$ cat src/rtl/mvp_seq_pkg.sv
package mvp_seq_pkg;

  typedef enum logic [1:0] {
    MT_SIMPLE   = 2'd0,
    MT_CRITICAL = 2'd1,
    MT_CHAOS    = 2'd2
  } mtype_e;

  function automatic mtype_e classify(input logic coh_prv, input logic coh_cur);
    if (coh_prv && coh_cur)        return MT_SIMPLE;
    else if (!coh_prv && !coh_cur) return MT_CHAOS;
    else                           return MT_CRITICAL;
  endfunction

endpackage

$ cat src/rtl/mvp_median3.sv
module mvp_median3 #(
  parameter int CW = 8
) (
  input  logic [2*CW-1:0] a_i,
  input  logic [2*CW-1:0] b_i,
  input  logic [2*CW-1:0] c_i,
  output logic [2*CW-1:0] m_o
);
  for (genvar g = 0; g < 2; g++) begin : g_comp
    logic signed [CW-1:0] a, b, c, lo, hi, cap, mid;
    assign a   = a_i[g*CW +: CW];
    assign b   = b_i[g*CW +: CW];
    assign c   = c_i[g*CW +: CW];
    assign lo  = (a < b) ? a : b;
    assign hi  = (a < b) ? b : a;
    assign cap = (hi < c) ? hi : c;
    assign mid = (lo > cap) ? lo : cap;
    assign m_o[g*CW +: CW] = mid;
  end
endmodule

$ cat src/rtl/mvp_absdist.sv
module mvp_absdist #(
  parameter int CW = 8,
  parameter int DW = CW + 2
) (
  input  logic [2*CW-1:0] a_i,
  input  logic [2*CW-1:0] b_i,
  output logic [DW-1:0]   d_o
);
  logic [CW:0] mag [2];

  for (genvar g = 0; g < 2; g++) begin : g_comp
    logic signed [CW:0] diff;
    assign diff   = $signed({a_i[g*CW+CW-1], a_i[g*CW +: CW]})
                  - $signed({b_i[g*CW+CW-1], b_i[g*CW +: CW]});
    assign mag[g] = diff[CW] ? (CW+1)'(-diff) : diff;
  end

  assign d_o = DW'({1'b0, mag[0]}) + DW'({1'b0, mag[1]});
endmodule

$ cat src/rtl/mvp_ctrl.sv
module mvp_ctrl #(
  parameter int LAST = 12,
  parameter int SBW  = $clog2(LAST + 1)
) (
  input  logic           clk_i,
  input  logic           rst_ni,
  input  logic           start_i,
  output logic           run_o,
  output logic [SBW-1:0] step_o,
  output logic           fin_o
);
  localparam logic [SBW-1:0] S_LAST = SBW'(LAST);

  logic           run_q;
  logic [SBW-1:0] step_q;
  logic           accept;

  assign accept = start_i && !run_q;

  always_ff @(posedge clk_i or negedge rst_ni) begin
    if (!rst_ni) begin
      run_q  <= 1'b0;
      step_q <= '0;
    end else if (accept) begin
      run_q  <= 1'b1;
      step_q <= '0;
    end else if (run_q) begin
      if (step_q == S_LAST) begin
        run_q  <= 1'b0;
        step_q <= '0;
      end else begin
        step_q <= step_q + 1'b1;
      end
    end
  end

  assign run_o  = run_q;
  assign step_o = step_q;
  assign fin_o  = run_q && (step_q == S_LAST);


  accept_chk: assert property (@(posedge clk_i) disable iff (!rst_ni)
    accept |=> run_q && (step_q == '0));


  step_range_chk: assert property (@(posedge clk_i) disable iff (!rst_ni)
    step_q <= S_LAST);
endmodule

$ cat src/rtl/mvp_type_seq.sv
module mvp_type_seq
  import mvp_seq_pkg::*;
#(
  parameter int CW    = 8,
  parameter int NPREV = 8
) (
  input  logic                       clk_i,
  input  logic                       rst_ni,
  input  logic                       start_i,
  input  logic [(NPREV+1)*2*CW-1:0]  prv_ctx_i,
  input  logic [3*2*CW-1:0]          cur_ctx_i,
  input  logic [CW+1:0]              th_prv_i,
  input  logic [CW+1:0]              th_cur_i,
  output logic                       busy_o,
  output logic                       done_o,
  output logic [1:0]                 type_o,
  output logic [4*2*CW-1:0]          cand_o
);
  localparam int VW   = 2 * CW;
  localparam int SW   = CW + 2;
  localparam int NCUR = 3;
  localparam int LAST = NPREV + 4;
  localparam int SBW  = $clog2(LAST + 1);
  localparam logic [SBW-1:0] S_MEDC = SBW'(0);
  localparam logic [SBW-1:0] S_MEDP = SBW'(1);
  localparam logic [SBW-1:0] S_P0   = SBW'(2);
  localparam logic [SBW-1:0] S_PEND = SBW'(NPREV + 1);
  localparam logic [SBW-1:0] S_CUR0 = SBW'(NPREV + 2);

  logic           run, fin;
  logic [SBW-1:0] step;

  mvp_ctrl #(.LAST(LAST), .SBW(SBW)) i_ctrl (
    .clk_i  (clk_i),
    .rst_ni (rst_ni),
    .start_i(start_i),
    .run_o  (run),
    .step_o (step),
    .fin_o  (fin)
  );

  logic accept;
  assign accept = start_i && !run;

  // snapshot of contexts and thresholds
  logic [VW-1:0] prv_q [NPREV+1];
  logic [VW-1:0] cur_q [NCUR];
  logic [SW-1:0] th_prv_q, th_cur_q;

  always_ff @(posedge clk_i or negedge rst_ni) begin
    if (!rst_ni) begin
      for (int k = 0; k <= NPREV; k++) prv_q[k] <= '0;
      for (int j = 0; j < NCUR; j++)   cur_q[j] <= '0;
      th_prv_q <= '0;
      th_cur_q <= '0;
    end else if (accept) begin
      for (int k = 0; k <= NPREV; k++) prv_q[k] <= prv_ctx_i[k*VW +: VW];
      for (int j = 0; j < NCUR; j++)   cur_q[j] <= cur_ctx_i[j*VW +: VW];
      th_prv_q <= th_prv_i;
      th_cur_q <= th_cur_i;
    end
  end

  // shared median unit
  logic [VW-1:0] med_a, med_b, med_c, med_r;
  always_comb begin
    if (step == S_MEDC) begin
      med_a = cur_q[0]; med_b = cur_q[1]; med_c = cur_q[2];
    end else begin
      med_a = prv_q[NPREV-3]; med_b = prv_q[NPREV-2]; med_c = prv_q[NPREV-1];
    end
  end

  mvp_median3 #(.CW(CW)) i_med (.a_i(med_a), .b_i(med_b), .c_i(med_c), .m_o(med_r));

  // shared distance unit
  logic [VW-1:0] cand1_q, cand3_q;
  logic [VW-1:0] dst_a, dst_b;
  logic [SW-1:0] dst_r;
  always_comb begin
    dst_a = cur_q[0];
    dst_b = cand1_q;
    for (int k = 0; k < NPREV; k++)
      if (step == SBW'(k + 2)) begin
        dst_a = prv_q[k];
        dst_b = prv_q[NPREV];
      end
    for (int j = 0; j < NCUR; j++)
      if (step == SBW'(NPREV + 2 + j)) dst_a = cur_q[j];
  end

  mvp_absdist #(.CW(CW), .DW(SW)) i_dist (.a_i(dst_a), .b_i(dst_b), .d_o(dst_r));

  // shared spread register: running max, then running sum
  logic [SW-1:0] acc_q, sum_cur;
  logic          coh_prv_q;
  assign sum_cur = acc_q + dst_r;

  always_ff @(posedge clk_i or negedge rst_ni) begin
    if (!rst_ni) begin
      acc_q     <= '0;
      coh_prv_q <= 1'b0;
      cand1_q   <= '0;
      cand3_q   <= '0;
    end else if (run) begin
      if (step == S_MEDC) cand1_q <= med_r;
      if (step == S_MEDP) cand3_q <= med_r;
      if (step == S_P0) begin
        acc_q <= dst_r;
      end else if (step > S_P0 && step <= S_PEND) begin
        if (dst_r > acc_q) acc_q <= dst_r;
      end else if (step == S_CUR0) begin
        coh_prv_q <= (acc_q < th_prv_q);
        acc_q     <= dst_r;
      end else if (step > S_CUR0) begin
        acc_q <= sum_cur;
      end
    end
  end

  // result registers
  mtype_e          type_q;
  logic            done_q;
  logic [4*VW-1:0] cand_q;

  always_ff @(posedge clk_i or negedge rst_ni) begin
    if (!rst_ni) begin
      done_q <= 1'b0;
      type_q <= MT_SIMPLE;
      cand_q <= '0;
    end else begin
      done_q <= fin;
      if (fin) begin
        type_q <= classify(coh_prv_q, sum_cur < th_cur_q);
        cand_q <= {cand3_q, prv_q[NPREV], cand1_q, {VW{1'b0}}};
      end
    end
  end

  assign busy_o = run;
  assign done_o = done_q;
  assign type_o = type_q;
  assign cand_o = cand_q;


  prv_max_mono_chk: assert property (@(posedge clk_i) disable iff (!rst_ni)
    (run && step > S_P0 && step <= S_PEND) |=> acc_q >= $past(acc_q));


  done_pulse_chk: assert property (@(posedge clk_i) disable iff (!rst_ni)
    done_o |=> !done_o);


  done_idle_chk: assert property (@(posedge clk_i) disable iff (!rst_ni)
    done_o |-> !busy_o);


  legal_type_chk: assert property (@(posedge clk_i) disable iff (!rst_ni)
    type_o != 2'd3);


  hold_chk: assert property (@(posedge clk_i) disable iff (!rst_ni)
    !done_o |-> ($stable(cand_o) && $stable(type_o)));
endmodule

$ cat config.mk
export PLATFORM = sky130hd
export DESIGN_NAME = mvp_type_seq
export DESIGN_NICKNAME = d
export VERILOG_FILES = /design/src/rtl/mvp_seq_pkg.sv /design/src/rtl/mvp_median3.sv /design/src/rtl/mvp_absdist.sv /design/src/rtl/mvp_ctrl.sv /design/src/rtl/mvp_type_seq.sv
export SDC_FILE = /design/constraint.sdc
export NUM_CORES = 1
export LEC_CHECK = 0
export CAP_MARGIN = 20
export CELL_PAD_IN_SITES_DETAIL_PLACEMENT = 1
export CELL_PAD_IN_SITES_GLOBAL_PLACEMENT = 2
export CORE_ASPECT_RATIO = 0.9
export CORE_UTILIZATION = 42
export CTS_CLUSTER_DIAMETER = 50
export DETAILED_ROUTE_END_ITERATION = 6
export DONT_BUFFER_PORTS = 1
export HOLD_SLACK_MARGIN = 0.1
export PLACE_DENSITY = 0.91
export SKIP_CTS_REPAIR_TIMING = 1
export SYNTH_ARGS = -nofsm -noshare
export SYNTH_HDL_FRONTEND = slang
export SYNTH_HIERARCHICAL = 1
export SYNTH_SLANG_ARGS = --single-unit
$ cat constraint.sdc
create_clock -name clk_i -period 9.3 [get_ports clk_i]
set_input_delay 0.465 -clock clk_i [delete_from_list [all_inputs] [get_ports clk_i]]
set_output_delay 0.465 -clock clk_i [all_outputs]
set_load 0.05 [all_outputs]
**Word level (Yosys, flattened, before mapping)**

Cells that the tools add are included.

- Add/sub/neg operators: 7
- Magnitude comparators: 12
- Eq/ne operators: 13
- Multiplexer cells: 45
- Bitwise gates (word level): 2
- Reductions and logical operators: 15

Operators by type and width:

| kind | number |
|---|---|
| $mux 16 | 22 |
| $mux 8 | 8 |
| $mux 10 | 5 |
| $lt 8x8->1 | 4 |
| $eq 4x4->1 const B | 5 |
| $lt 10x10->1 | 2 |
| $mux 9 | 2 |
| $neg 9->9 | 2 |
| $sub 8x8->9 | 2 |
| $eq 4x3->1 const B | 4 |
| $gt 8x8->1 | 2 |
| $mux 4 | 3 |
| $add 10x10->10 | 1 |
| $add 9x9->10 | 1 |
| $gt 10x10->1 | 1 |
| $eq 4x2->1 const B | 2 |
| $logic_and 1x1->1 | 5 |
| $add 4x1->4 const B | 1 |
| $eq 4x1->1 const B | 1 |
| $gt 4x2->1 const B | 1 |
| $gt 4x4->1 const B | 1 |
| $le 4x4->1 const B | 1 |
| $logic_not 4->1 | 1 |
| $mux 2 | 2 |
| 9 further kinds | 15 |

- Flip-flop bits (word level): 311
- Input port bits: 215
- Output and inout port bits: 68
- Word-level logic and storage cells: 117

**Longest topological paths before layout**

- Depth after elaboration: 22
- Depth in mapped cells: 39
- Mapped depth without buffers: 36

**By module**

The synthesis kept the hierarchy.

By module, submodules not included:

| module | instances | cells each | area each (µm²) | seq. area each (µm²) |
|---|---|---|---|---|
| mvp_type_seq | 1 | 1293 | 15459.8 | 7657.3 |
| mvp_median3 | 1 | 324 | 2135.8 | 0.0 |
| mvp_absdist | 1 | 194 | 1446.4 | 0.0 |
| mvp_ctrl | 1 | 29 | 285.3 | 125.1 |

**Least setup slack after synthesis**

OpenSTA, ideal clock, no wires.

- Path type: register -> register
- Start: reg i_ctrl.step_q[1], in the netlist i_ctrl/step_o[1]
- End: reg type_q[0], in the netlist type_o[0]
- Setup time: 125 ps
- Data arrival time: 6898 ps
- Required time: 9175 ps
- Setup slack: 2278 ps
- Stages on the path, launching flop included: 36
- Path buffers: 3
- Period minus slack after synthesis: 7022 ps
- Cell sequence: dfrtp_1 > buf_4 > buf_2 > nor2_1 > nand2_1 > buf_2 > o211a_1 > o21ai_0 > a21oi_1 > inv_1 > ha_1 > inv_1 > fa_1 > a211oi_1 > o21ai_1 > o211ai_1 > a31o_2 > o21ai_0 > fa_1 > a21o_1 > a21oi_1 > nor2b_1 > o21a_1 > nor2_1 > xnor2_1 > ha_1 > a221oi_1 > o21ai_1 > o21bai_1 > a21oi_1 > xor2_1 > ha_1 > a2111oi_0 > a21oi_1 > ha_1 > mux2_2

- Longest elaborated chain between the ends: 22
- Elaborated cells between the ends (all ways): 45
- Those cells by class: add/sub (6); order compare (1); eq/ne (11); mux (23); reduce/logical (4)

Ends and longest elaborated chain:

| item | line | RTL |
|---|---|---|
| start: declaration | mvp_ctrl.sv:15 | `logic [SBW-1:0] step_q;` |
| start signal: assignment | mvp_ctrl.sv:32 | `step_q <= step_q + 1'b1;` |
| $eq 4x2->1 | mvp_type_seq.sv:84 | `if (step == SBW'(k + 2)) begin` |
| $mux 16 (8 in series) | mvp_type_seq.sv:84 |  |
| $mux 16 (2 in series) | mvp_type_seq.sv:89 | `if (step == SBW'(NPREV + 2 + j)) dst_a = cur_q[j];` |
| $mux 16 * | mvp_type_seq.sv:89 |  |
| net dst_a[0] | mvp_type_seq.sv:78 | `logic [VW-1:0] dst_a, dst_b;` |
| $sub 8x8->9 * | mvp_absdist.sv:14 | `- $signed({b_i[g*CW+CW-1], b_i[g*CW +: CW]});` |
| $neg 9->9 | mvp_absdist.sv:15 | `assign mag[g] = diff[CW] ? (CW+1)'(-diff) : diff;` |
| $mux 9 * | mvp_absdist.sv:15 |  |
| $add 9x9->10 * | mvp_absdist.sv:18 | `assign d_o = DW'({1'b0, mag[0]}) + DW'({1'b0, mag[1]});` |
| net dst_r[6] | mvp_type_seq.sv:79 | `logic [SW-1:0] dst_r;` |
| $add 10x10->10 * | mvp_type_seq.sv:97 | `assign sum_cur = acc_q + dst_r;` |
| $lt 10x10->1 * | mvp_type_seq.sv:134 | `type_q <= classify(coh_prv_q, sum_cur < th_cur_q);` |
| $logic_not 1->1 | mvp_seq_pkg.sv:11 | `else if (!coh_prv && !coh_cur) return MT_CHAOS;` |
| $logic_and 1x1->1 | mvp_seq_pkg.sv:11 |  |
| $mux 2 | mvp_seq_pkg.sv:11 |  |
| $mux 2 * | mvp_seq_pkg.sv:10 | `if (coh_prv && coh_cur) return MT_SIMPLE;` |
| end signal: assignment | mvp_type_seq.sv:134 |  |
| end: declaration | mvp_type_seq.sv:122 | `mtype_e type_q;` |

The timed path passes the listed nets; every way through them passes the cells marked *.
A chain may end at the register's enable or synchronous reset.

**Worst setup path after layout**

- Start: reg i_ctrl.step_q[3], in the netlist i_ctrl/step_o[3]
- End: reg type_q[0], in the netlist type_o[0]

The elaborated chain is that of the path after synthesis.

==> summary.md <==
| Metric | Value |
|---|---|
| Final Util | 0.516 |
| Tmin final | 8.79 ns |
| Initial Utilization | 0.426 |
| Asr flop ratio synth | 1.00 |
| Core area | 45400 um2 |
| Nets | 2358 |
| Vias in the first global route | 15500 |
| Area Overhead vs Synth | 21.2% |
| Clock tree buffer depth | 3 |
| Critical path class | flip-flop to flip-flop |
| Slew HR | -0.146 |
| Routed Antenna Nets | 0 |
| Max_cap viols | 0 |
| Residual DRC | 0 |
| WL per Instance | 27.5 um |
| Clock sinks | 311 |
| Vias | 16200 |
| Commonest non-fill, non-tap cell in the layout | mux2_2 |
| Vias per cell | 6.06 |
| CTS root buf | clkbuf_16 |
| Final worst-path cycle share | 0.945 |
| Violated checks | max-slew violations |
| Row count | 74 |
| Seq cells post-synth | 311 |
| Synth warn | 6 |
| EDFF count, synth | 0 |
| CTS clk-pin slew, worst paths | 0.05 ns |
| Number of buffers added on ports | 0 |
| Chip height | 206 um |
| Share of layout cells above drive strength 1 | 0.243 |
| Inst Count DP | 2379 |
| Grt ovf | 0 |
| Worst reg-to-reg setup slack | 0.51 ns |
| CTS tree | yes |
| Io pins | 283 |
| Syn Inst Count | 1840 |
| Final Skew | 0.0435 ns |
| Max-slew violation count | 276 |
| Worst Hold Class | primary input to flip-flop |
| CP Capture Type | flip-flop |
| # setup viols final | 0 |
| Skew-Pair Late Insertion Delay | 0.59 ns |
| Worst Path Buf+Inv | 3 |
| Gr usage total | 0.280 |
| Hold Vio Cnt, Final | 0 |
| Yosys cell types | 95 |
| Mapped Area | 19300 um2 |
| Width of the die | 228 um |
| Worst-margin pin slew | 1.72 ns |
| Max Fclk | 114 MHz |
| Worst path max stage delay | 0.73 ns |
| Placer Congestion | 0.944 |
| CP arrival | 9.23 ns |
| Outcome | finished with violations |
| Seq/Total Area, Yosys | 0.403 |
| Critical path peak fanout | 27 |
| Global-route wire length before repair | 99200 um |
| Critical Path RT | 9.74 ns |
| H-tree depth | 2 |
| Syn avg cell area | 10.5 um2 |
| Iter 0 DRT Violations | 1481 |
| Largest net degree at the start of global routing | 312 |
| Routed WL | 73600 um |
| CTS Buf Count | 42 |
| Final Non-Filler Cells | 2675 |
| Critical path's top delay family | compound AO/OA/AOI/OAI gates |
| DR pass1 iterations | 7 |
| Ys flop type | dfrtp_1 |
| Startpoint class of the critical path | flip-flop |
| DP HPWL | 50100 um |
| Highest-delay cell along the critical path | dfrtp_1 |
| Initial antenna violation count | 11 |
| Die area | 46900 um2 |
| Most numerous cell on the critical path | ha_1 |
| Most frequent cells in the layout | mux2_2, dfrtp_1, dlygate4sd3_1 |
[area by class of cell]
type	count	area [um2]
diodes	8	20.0
multi-input cells	1305	10600
fillers	4848	21900
inverters	126	473
flip-flops and latches	311	7780
well taps	608	761
repair buffers	242	2370
clock inverters	22	268
clock buffers	53	1160
[worst paths after layout]
kind,startpoint,endpoint,cells past startpoint
setup / recovery,i_ctrl/step_o[3]$_DFFE_PN0P_,type_o[0]$_DFFE_PN0P_,32
hold / removal,cur_ctx_i[46],cur_q[14]$_DFFE_PN0P_,2
min in group asynchronous,rst_ni,prv_q[55]$_DFFE_PN0P_,2
max in group asynchronous,rst_ni,acc_q[5]$_DFFE_PN0P_,2
hold reg to reg,coh_prv_q$_DFFE_PN0P_,coh_prv_q$_DFFE_PN0P_,2
setup reg to reg,i_ctrl/step_o[3]$_DFFE_PN0P_,type_o[0]$_DFFE_PN0P_,32
[metrics by stage]
step	cell area [um2]	TNS (ns)	setup slack, ns	hold WS (ns)
6_report	23400	0	0.512	0.118
5_1_grt	23400	-0.160	-0.120	0.127
4_1_cts	21300	0	0.706	-0.433
3_5_place_dp	19800	0	0.713	0.183
3_3_place_gp	19800	0	1.00	0.185
2_1_floorplan	19400	0	2.28	0.169
[routing by layer]
metal | vias up | wire length, um | track usage
met5 | - | 13 | 0
met3 | 265 | 5930 | 0.0574
met4 | 2 | 3870 | 0.107
met1 | 8106 | 30000 | 0.378
met2 | 812 | 33700 | 0.442
li1 | 7028 | - | -
[logic make-up after synthesis]
| logic type | share of synthesized area |
|---|---|
| other cells | 0.000194 |
| mux | 0.215 |
| flops | 0.403 |
| buf+inv | 0.0534 |
| xor+xnor | 0.0190 |
| fa+ha+maj | 0.0760 |
| compound gates | 0.152 |
| simple gates | 0.0823 |
[registers in the layout, indices dropped and copies added, names as in the netlist]
| name | cells |
|---|---|
| th_cur_q | 10 |
| i_ctrl/run_o | 1 |
| coh_prv_q | 1 |
| i_ctrl/step_o | 4 |
| cand_o | 48 |
| cand3_q | 16 |
| cand1_q | 16 |
| cur_q | 48 |
| th_prv_q | 10 |
| prv_q | 144 |
| acc_q | 10 |
| type_o | 2 |
| done_o | 1 |
[cell usage after synthesis, drive strengths merged, types with 4 or more instances]
| cell type | count | area share |
|---|---|---|
| nor3 | 20 | 0.0058 |
| a22oi | 40 | 0.016 |
| nand4 | 7 | 0.0023 |
| buf | 65 | 0.020 |
| a222oi | 14 | 0.0073 |
| a21oi | 82 | 0.022 |
| ha | 111 | 0.072 |
| o31a | 4 | 0.0019 |
| nand2b | 15 | 0.0049 |
| xnor2 | 29 | 0.014 |
| o31ai | 6 | 0.0026 |
| clkbuf | 48 | 0.0093 |
| xor2 | 12 | 0.0054 |
| inv | 126 | 0.024 |
| o21bai | 5 | 0.0019 |
| nand2 | 102 | 0.020 |
| nor2 | 77 | 0.016 |
| mux2 | 352 | 0.21 |
| o21a | 11 | 0.0043 |
| or2 | 5 | 0.0016 |
| a211oi | 11 | 0.0048 |
| mux2i | 16 | 0.0085 |
| a31o | 4 | 0.0018 |
| fa | 4 | 0.0041 |
| a21o | 19 | 0.0074 |
| nand3 | 39 | 0.011 |
| dfrtp | 311 | 0.40 |
| and3 | 6 | 0.0019 |
| o311a | 4 | 0.0021 |
| nor4 | 4 | 0.0013 |
| or3 | 7 | 0.0023 |
| a2111oi | 5 | 0.0036 |
| o21ai | 152 | 0.040 |
| nor2b | 17 | 0.0059 |
| a31oi | 7 | 0.0034 |
| a211o | 4 | 0.0018 |
| o211a | 15 | 0.0078 |
| o22ai | 33 | 0.011 |
Power is left out: the tool's default activity adds up to more than one toggle a clock period on the data nets, which glitch-free logic cannot reach.
